<file path="src/rtl/pred_gate_pkg.sv">
package pred_gate_pkg;

  typedef enum logic [1:0] {
    CMP_EQ  = 2'b00,
    CMP_NE  = 2'b01,
    CMP_SLT = 2'b10,
    CMP_ULT = 2'b11
  } cmpCond_e;

  // strobes from control to the predicate datapath
  typedef struct packed {
    logic setTrue;   // write outcome into true destination
    logic setFalse;  // write inverse into false destination
    logic outcome;   // evaluated comparison result
    logic commitWb;  // writeback allowed this cycle
  } predStrobe_t;

endpackage

</file>
<file path="src/rtl/pred_ctrl.sv">
module pred_ctrl
  import pred_gate_pkg::*;
#(
  parameter int DATA_W = 64
) (
  input  logic              cmpValid,
  input  logic [1:0]        cmpCond,
  input  logic [DATA_W-1:0] cmpOpA,
  input  logic [DATA_W-1:0] cmpOpB,
  input  logic              cmpQualBit,
  input  logic              wbValid,
  input  logic              wbQualBit,
  output predStrobe_t       strobe
);

  logic outcome;

  always_comb begin
    unique case (cmpCond_e'(cmpCond))
      CMP_EQ:  outcome = (cmpOpA == cmpOpB);
      CMP_NE:  outcome = (cmpOpA != cmpOpB);
      CMP_SLT: outcome = ($signed(cmpOpA) < $signed(cmpOpB));
      CMP_ULT: outcome = (cmpOpA < cmpOpB);
      default: outcome = 1'b0;
    endcase
  end

  always_comb begin
    strobe.outcome  = outcome;
    strobe.setTrue  = cmpValid && cmpQualBit;
    strobe.setFalse = cmpValid && cmpQualBit;
    strobe.commitWb = wbValid && wbQualBit;
  end

endmodule

</file>
<file path="src/rtl/pred_bank.sv">
module pred_bank
  import pred_gate_pkg::*;
#(
  parameter int PRED_COUNT = 64,
  parameter int DATA_W     = 64,
  parameter int REG_COUNT  = 128,
  localparam int PIDX_W    = $clog2(PRED_COUNT),
  localparam int RIDX_W    = $clog2(REG_COUNT)
) (
  input  logic              clk,
  input  logic              rst_n,
  input  predStrobe_t       strobe,
  input  logic              cmpValid,
  input  logic [PIDX_W-1:0] cmpQualIdx,
  input  logic [PIDX_W-1:0] cmpDstTrue,
  input  logic [PIDX_W-1:0] cmpDstFalse,
  input  logic              wbValid,
  input  logic [PIDX_W-1:0] wbPredIdx,
  input  logic [RIDX_W-1:0] wbDstReg,
  input  logic [DATA_W-1:0] wbData,
  output logic              cmpQualBit,
  output logic              wbQualBit,
  output logic              rfWrEn,
  output logic [RIDX_W-1:0] rfWrAddr,
  output logic [DATA_W-1:0] rfWrData
);

  logic [PRED_COUNT-1:0] predBits;

  // entry 0 is hardwired; the others are plain flops, the true destination
  // taking priority so a shared destination keeps the outcome
  for (genvar i = 0; i < PRED_COUNT; i++) begin : g_pred
    if (i == 0) begin : g_const
      assign predBits[i] = 1'b1;
    end else begin : g_flop
      always_ff @(posedge clk) begin
        if (!rst_n) begin
          predBits[i] <= 1'b0;
        end else if (strobe.setTrue && cmpDstTrue == PIDX_W'(i)) begin
          predBits[i] <= strobe.outcome;
        end else if (strobe.setFalse && cmpDstFalse == PIDX_W'(i)) begin
          predBits[i] <= ~strobe.outcome;
        end
      end
    end
  end

  assign cmpQualBit = predBits[cmpQualIdx];
  assign wbQualBit  = predBits[wbPredIdx];

  always_ff @(posedge clk) begin
    if (!rst_n) begin
      rfWrEn   <= 1'b0;
      rfWrAddr <= '0;
      rfWrData <= '0;
    end else begin
      rfWrEn   <= strobe.commitWb;
      rfWrAddr <= wbDstReg;
      rfWrData <= wbData;
    end
  end

  // an index-0 guarded writeback always commits
  a_r2_zero_guard_commits: assert property (@(posedge clk) disable iff (!rst_n)
    (wbValid && wbPredIdx == '0) |=> rfWrEn);

  // a writeback guarded by a clear predicate never commits
  a_r3_clear_guard_blocks: assert property (@(posedge clk) disable iff (!rst_n)
    (wbValid && !wbQualBit) |=> !rfWrEn);

  // nothing commits without a request
  a_r3_no_phantom_write: assert property (@(posedge clk) disable iff (!rst_n)
    !wbValid |=> !rfWrEn);

  // distinct nonzero destinations end up complementary
  a_r4_pair_complement: assert property (@(posedge clk) disable iff (!rst_n)
    (cmpValid && cmpQualBit && cmpDstTrue != cmpDstFalse &&
     cmpDstTrue != '0 && cmpDstFalse != '0)
    |=> (predBits[$past(cmpDstTrue)] != predBits[$past(cmpDstFalse)]));

  // an unqualified compare leaves the whole bank untouched
  a_r6_unqualified_holds: assert property (@(posedge clk) disable iff (!rst_n)
    (cmpValid && !cmpQualBit) |=> $stable(predBits));

endmodule

</file>
<file path="src/rtl/pred_gate_unit.sv">
module pred_gate_unit
  import pred_gate_pkg::*;
#(
  parameter int PRED_COUNT = 64,
  parameter int DATA_W     = 64,
  parameter int REG_COUNT  = 128,
  localparam int PIDX_W    = $clog2(PRED_COUNT),
  localparam int RIDX_W    = $clog2(REG_COUNT)
) (
  input  logic              clk,
  input  logic              rst_n,
  input  logic              cmpValid,
  input  logic [PIDX_W-1:0] cmpQualIdx,
  input  logic [1:0]        cmpCond,
  input  logic [DATA_W-1:0] cmpOpA,
  input  logic [DATA_W-1:0] cmpOpB,
  input  logic [PIDX_W-1:0] cmpDstTrue,
  input  logic [PIDX_W-1:0] cmpDstFalse,
  input  logic              wbValid,
  input  logic [PIDX_W-1:0] wbPredIdx,
  input  logic [RIDX_W-1:0] wbDstReg,
  input  logic [DATA_W-1:0] wbData,
  output logic              rfWrEn,
  output logic [RIDX_W-1:0] rfWrAddr,
  output logic [DATA_W-1:0] rfWrData
);

  predStrobe_t strobe;
  logic        cmpQualBit;
  logic        wbQualBit;

  pred_ctrl #(.DATA_W(DATA_W)) u_ctrl (
    .cmpValid   (cmpValid),
    .cmpCond    (cmpCond),
    .cmpOpA     (cmpOpA),
    .cmpOpB     (cmpOpB),
    .cmpQualBit (cmpQualBit),
    .wbValid    (wbValid),
    .wbQualBit  (wbQualBit),
    .strobe     (strobe)
  );

  pred_bank #(
    .PRED_COUNT (PRED_COUNT),
    .DATA_W     (DATA_W),
    .REG_COUNT  (REG_COUNT)
  ) u_bank (
    .clk         (clk),
    .rst_n       (rst_n),
    .strobe      (strobe),
    .cmpValid    (cmpValid),
    .cmpQualIdx  (cmpQualIdx),
    .cmpDstTrue  (cmpDstTrue),
    .cmpDstFalse (cmpDstFalse),
    .wbValid     (wbValid),
    .wbPredIdx   (wbPredIdx),
    .wbDstReg    (wbDstReg),
    .wbData      (wbData),
    .cmpQualBit  (cmpQualBit),
    .wbQualBit   (wbQualBit),
    .rfWrEn      (rfWrEn),
    .rfWrAddr    (rfWrAddr),
    .rfWrData    (rfWrData)
  );

endmodule

</file>
<file path="config.mk">
export PLATFORM = sky130hd
export DESIGN_NAME = pred_gate_unit
export DESIGN_NICKNAME = d
export VERILOG_FILES = /design/src/rtl/pred_gate_pkg.sv /design/src/rtl/pred_ctrl.sv /design/src/rtl/pred_bank.sv /design/src/rtl/pred_gate_unit.sv
export SDC_FILE = /design/constraint.sdc
export NUM_CORES = 1
export LEC_CHECK = 0
export BUFFER_PORTS_ARGS = -buffer_cell sky130_fd_sc_hd__buf_2
export CORE_MARGIN = 8
export CORE_UTILIZATION = 44
export DETAILED_ROUTE_END_ITERATION = 7
export GPL_ROUTABILITY_DRIVEN = 0
export PLACE_DENSITY_LB_ADDON = 0.15
export SYNTH_ARGS = -nofsm -noshare
export SYNTH_HDL_FRONTEND = slang
export SYNTH_HIERARCHICAL = 1
export SYNTH_SLANG_ARGS = --single-unit
</file>
<file path="constraint.sdc">
create_clock -name clk -period 5.9 [get_ports clk]
set_clock_uncertainty 0.1 [all_clocks]
set_input_delay 0.885 -clock clk [delete_from_list [all_inputs] [get_ports clk]]
set_output_delay 0.885 -clock clk [all_outputs]
set_load 0.05 [all_outputs]
</file>
==> impl_metrics.yaml <==
status:
  status: "finished, final reports clean"
global_route:
  grt_max_degree: 72
  met1_usage: 0.295
  grt_usage: 0.240
  grt_pass1_wl_um: 42800
  busiest_layer: "met2"
  grt_overflow: 0
  first_global_vias: 8203
  grt_util_met3: 0.0702
  antenna_found_initial: 0
  use_met2: 0.393
synthesis:
  yosysTopAreaCell: "dfxtp_1"
  synth_seq_cells: 135
  yosysWarnings: 6
  ys.flop_type: "dfxtp_1"
  synth_edf_count: 0
  syn_nets: 1254
  syn_area_per_cell_um2: 8.37
  syn-cell-area_um2: 8050
  netlist.area_leader.share: 0.336
  synth.yosys.seq_area_share: 0.336
  synthArstFlopShare: 0
  ys_types: 48
  synth_area_leaders: "dfxtp_1 (34%), ha_1 (10%), o21ai_0 (8.3%)"
  synthCells: 961
sta:
  setup_violations: 0
  fmax_mhz: 231
  hold_viol_final: 0
  rsz0062_at_grt: "false"
  max-slew-margin-rel: 0.0715
  tightest_slew_ns: 1.39
  tns_ns: 0
  period_needed_ns: 4.33
  fin_crit_sh: 0.734
  maxSlewViolCount: 0
power:
  finalPower_uw: 2400
  cellInternalPower_uw: 1700
  sequentialPowerShare: 0.394
  power_density_nw_per_um2: 235
  ir_drop_mv: 0.201
  netSwitchingFraction: 0.291
  p_switching_uw: 698
  p_leak_uw: 0.00456
  clock_power_share: 0.425
  combinationalPowerShare: 0.181
floorplan:
  dieArea_um2: 22900
  core_um2: 18000
  die_y_um: 151
  core.rowCount: 49
  ioPinCount: 301
  fp.dieW_um: 151
  initial_core_util: 0.448
clock_network:
  cts-resized-gates: 0
  cts_buffer_depth: 2
  insertion_delay_ns: 0.41
  cts.sinks: 135
  hold_buffers: 0
  path_clk_slew_ns: 0.06
  numCtsBuffers: 17
  post_cts_buffers: 0
  cts_root_buffer: "clkbuf_16"
  h-tree-depth: 4
  cts_tree: "yes"
finish:
  regArea_um2: 2700
  fin_nets: 1526
  layout-drive-gt1-share: 0.304
  diodes: 0
  stdcell_area_um2: 10200
  area_delta_synth_final_pct: 27.1
  final_common_cell: "buf_2"
  n_fill_cell: 1704
  multiInputGateArea_um2: 4850
  mostFrequentLayoutCells: "buf_2 (300), dfxtp_1 (135), o21ai_0 (134), nand2_1 (125), and2_1 (74)"
worst_setup_path:
  r2r_setup_slack_ns: 2.22
  cp.required_ns: 6.14
  startpoint_type: "primary input"
  worstPathMaxFanout: 17
  crit_type: "primary input to flip-flop"
  cp-end-kind: "flip-flop"
  critical_path_arrival_ns: 4.57
detailed_routing:
  ant_nets: 0
  viasPerCell: 5.66
  drtIter0Drc: 799
  drcViolationCount: 0
  vias: 8347
  drt_pre_antenna_iters: 6
  drt-total-wl_um: 27800
  wl_per_cell_um: 18.9
place:
  dp_hpwl_um: 21400
  io_buffers: 300
  dpl_cell_area_um2: 9650
worst_hold_path:
  hold_path.class: "flip-flop to flip-flop"
job:
  drv_cap: 0
[synth_stat cells (all sizes together) (23+ instances only)]
cell type	instances
a22oi	23
and2	74
a21oi	47
inv	67
a31oi	48
ha	64
o21ai	135
nor2	33
nand2	125
dfxtp	135
mux4	31
clkbuf	38
[cell families (layout without fill, tap and decap cells)]
logic type | after synthesis | after routing | share of synthesized area
multiplexers | 39 | 39 | 0.0986
flip-flops | 135 | 135 | 0.336
AND/OR/NAND/NOR | 327 | 327 | 0.211
adder cells (fa/ha/maj) | 64 | 64 | 0.0995
AO/OA/AOI/OAI | 275 | 275 | 0.194
buffers and inverters | 121 | 406 | 0.0614
[worst paths after layout]
kind                                           from             endpoint  cells after the start
worst min register to register  u_bank/predBits[57]  u_bank/predBits[57]                      2
worst max register to register   u_bank/predBits[3]  u_bank/predBits[61]                     10
worst max-delay path                  cmpQualIdx[0]  u_bank/predBits[61]                     10
worst min-delay path            u_bank/predBits[57]  u_bank/predBits[57]                      2
[metrics by stage]
| step | instances | hold slack [ns] | utilization | setup slack (ns) |
|---|---|---|---|---|
| 3_3_place_gp | 1443 | 0.370 | 0.537 | 1.28 |
| 3_5_place_dp | 1443 | 0.392 | 0.537 | 1.29 |
| 6_report | 1475 | 0.409 | 0.569 | 1.57 |
| 5_1_grt | 1475 | 0.426 | 0.569 | 1.30 |
| 2_1_floorplan | 961 | 0.353 | - | 2.18 |
| 4_1_cts | 1475 | 0.401 | 0.569 | 1.73 |
[worst max-delay path: stages]
cell      delay [ns]
buf_2           0.47
mux4_1          0.41
mux2i_1         0.11
a2111o_1        0.41
o211ai_1        0.10
and2_1          0.45
nand2b_1        0.24
nor2_1          1.10
a22oi_1         0.17
a21oi_1         0.22
[registers in the layout, summed over array words and instances, names as in the netlist]
signal / count
u_bank/rfWrData: 64
u_bank/rfWrEn: 1
u_bank/rfWrAddr: 7
u_bank/predBits: 63
[power by group through the flow]
stage | clock network, µW | logic [µW] | registers [µW]
2_1_floorplan | 0 | 185 | 1060
3_3_place_gp | 0 | 427 | 965
3_5_place_dp | 0 | 433 | 965
4_1_cts | 1040 | 434 | 945
5_1_grt | 1080 | 474 | 947
6_report | 1020 | 435 | 945
[per-layer routing]
| metal | part of all wire | wire (µm) |
|---|---|---|
| met1 | 0.40 | 11100 |
| met4 | 0.019 | 541 |
| met5 | 0 | 0 |
| met3 | 0.12 | 3430 |
| met2 | 0.46 | 12800 |
[layout make-up]
cell class / count / area share
multi-input cells: 705 / 0.475
flip-flops and latches: 135 / 0.264
clock buffers: 19 / 0.0443
clock inverters: 13 / 0.0120
well taps: 229 / 0.0280
repair buffers: 307 / 0.152
inverters: 67 / 0.0246
Note: power is estimated with default switching activity, not from simulation.
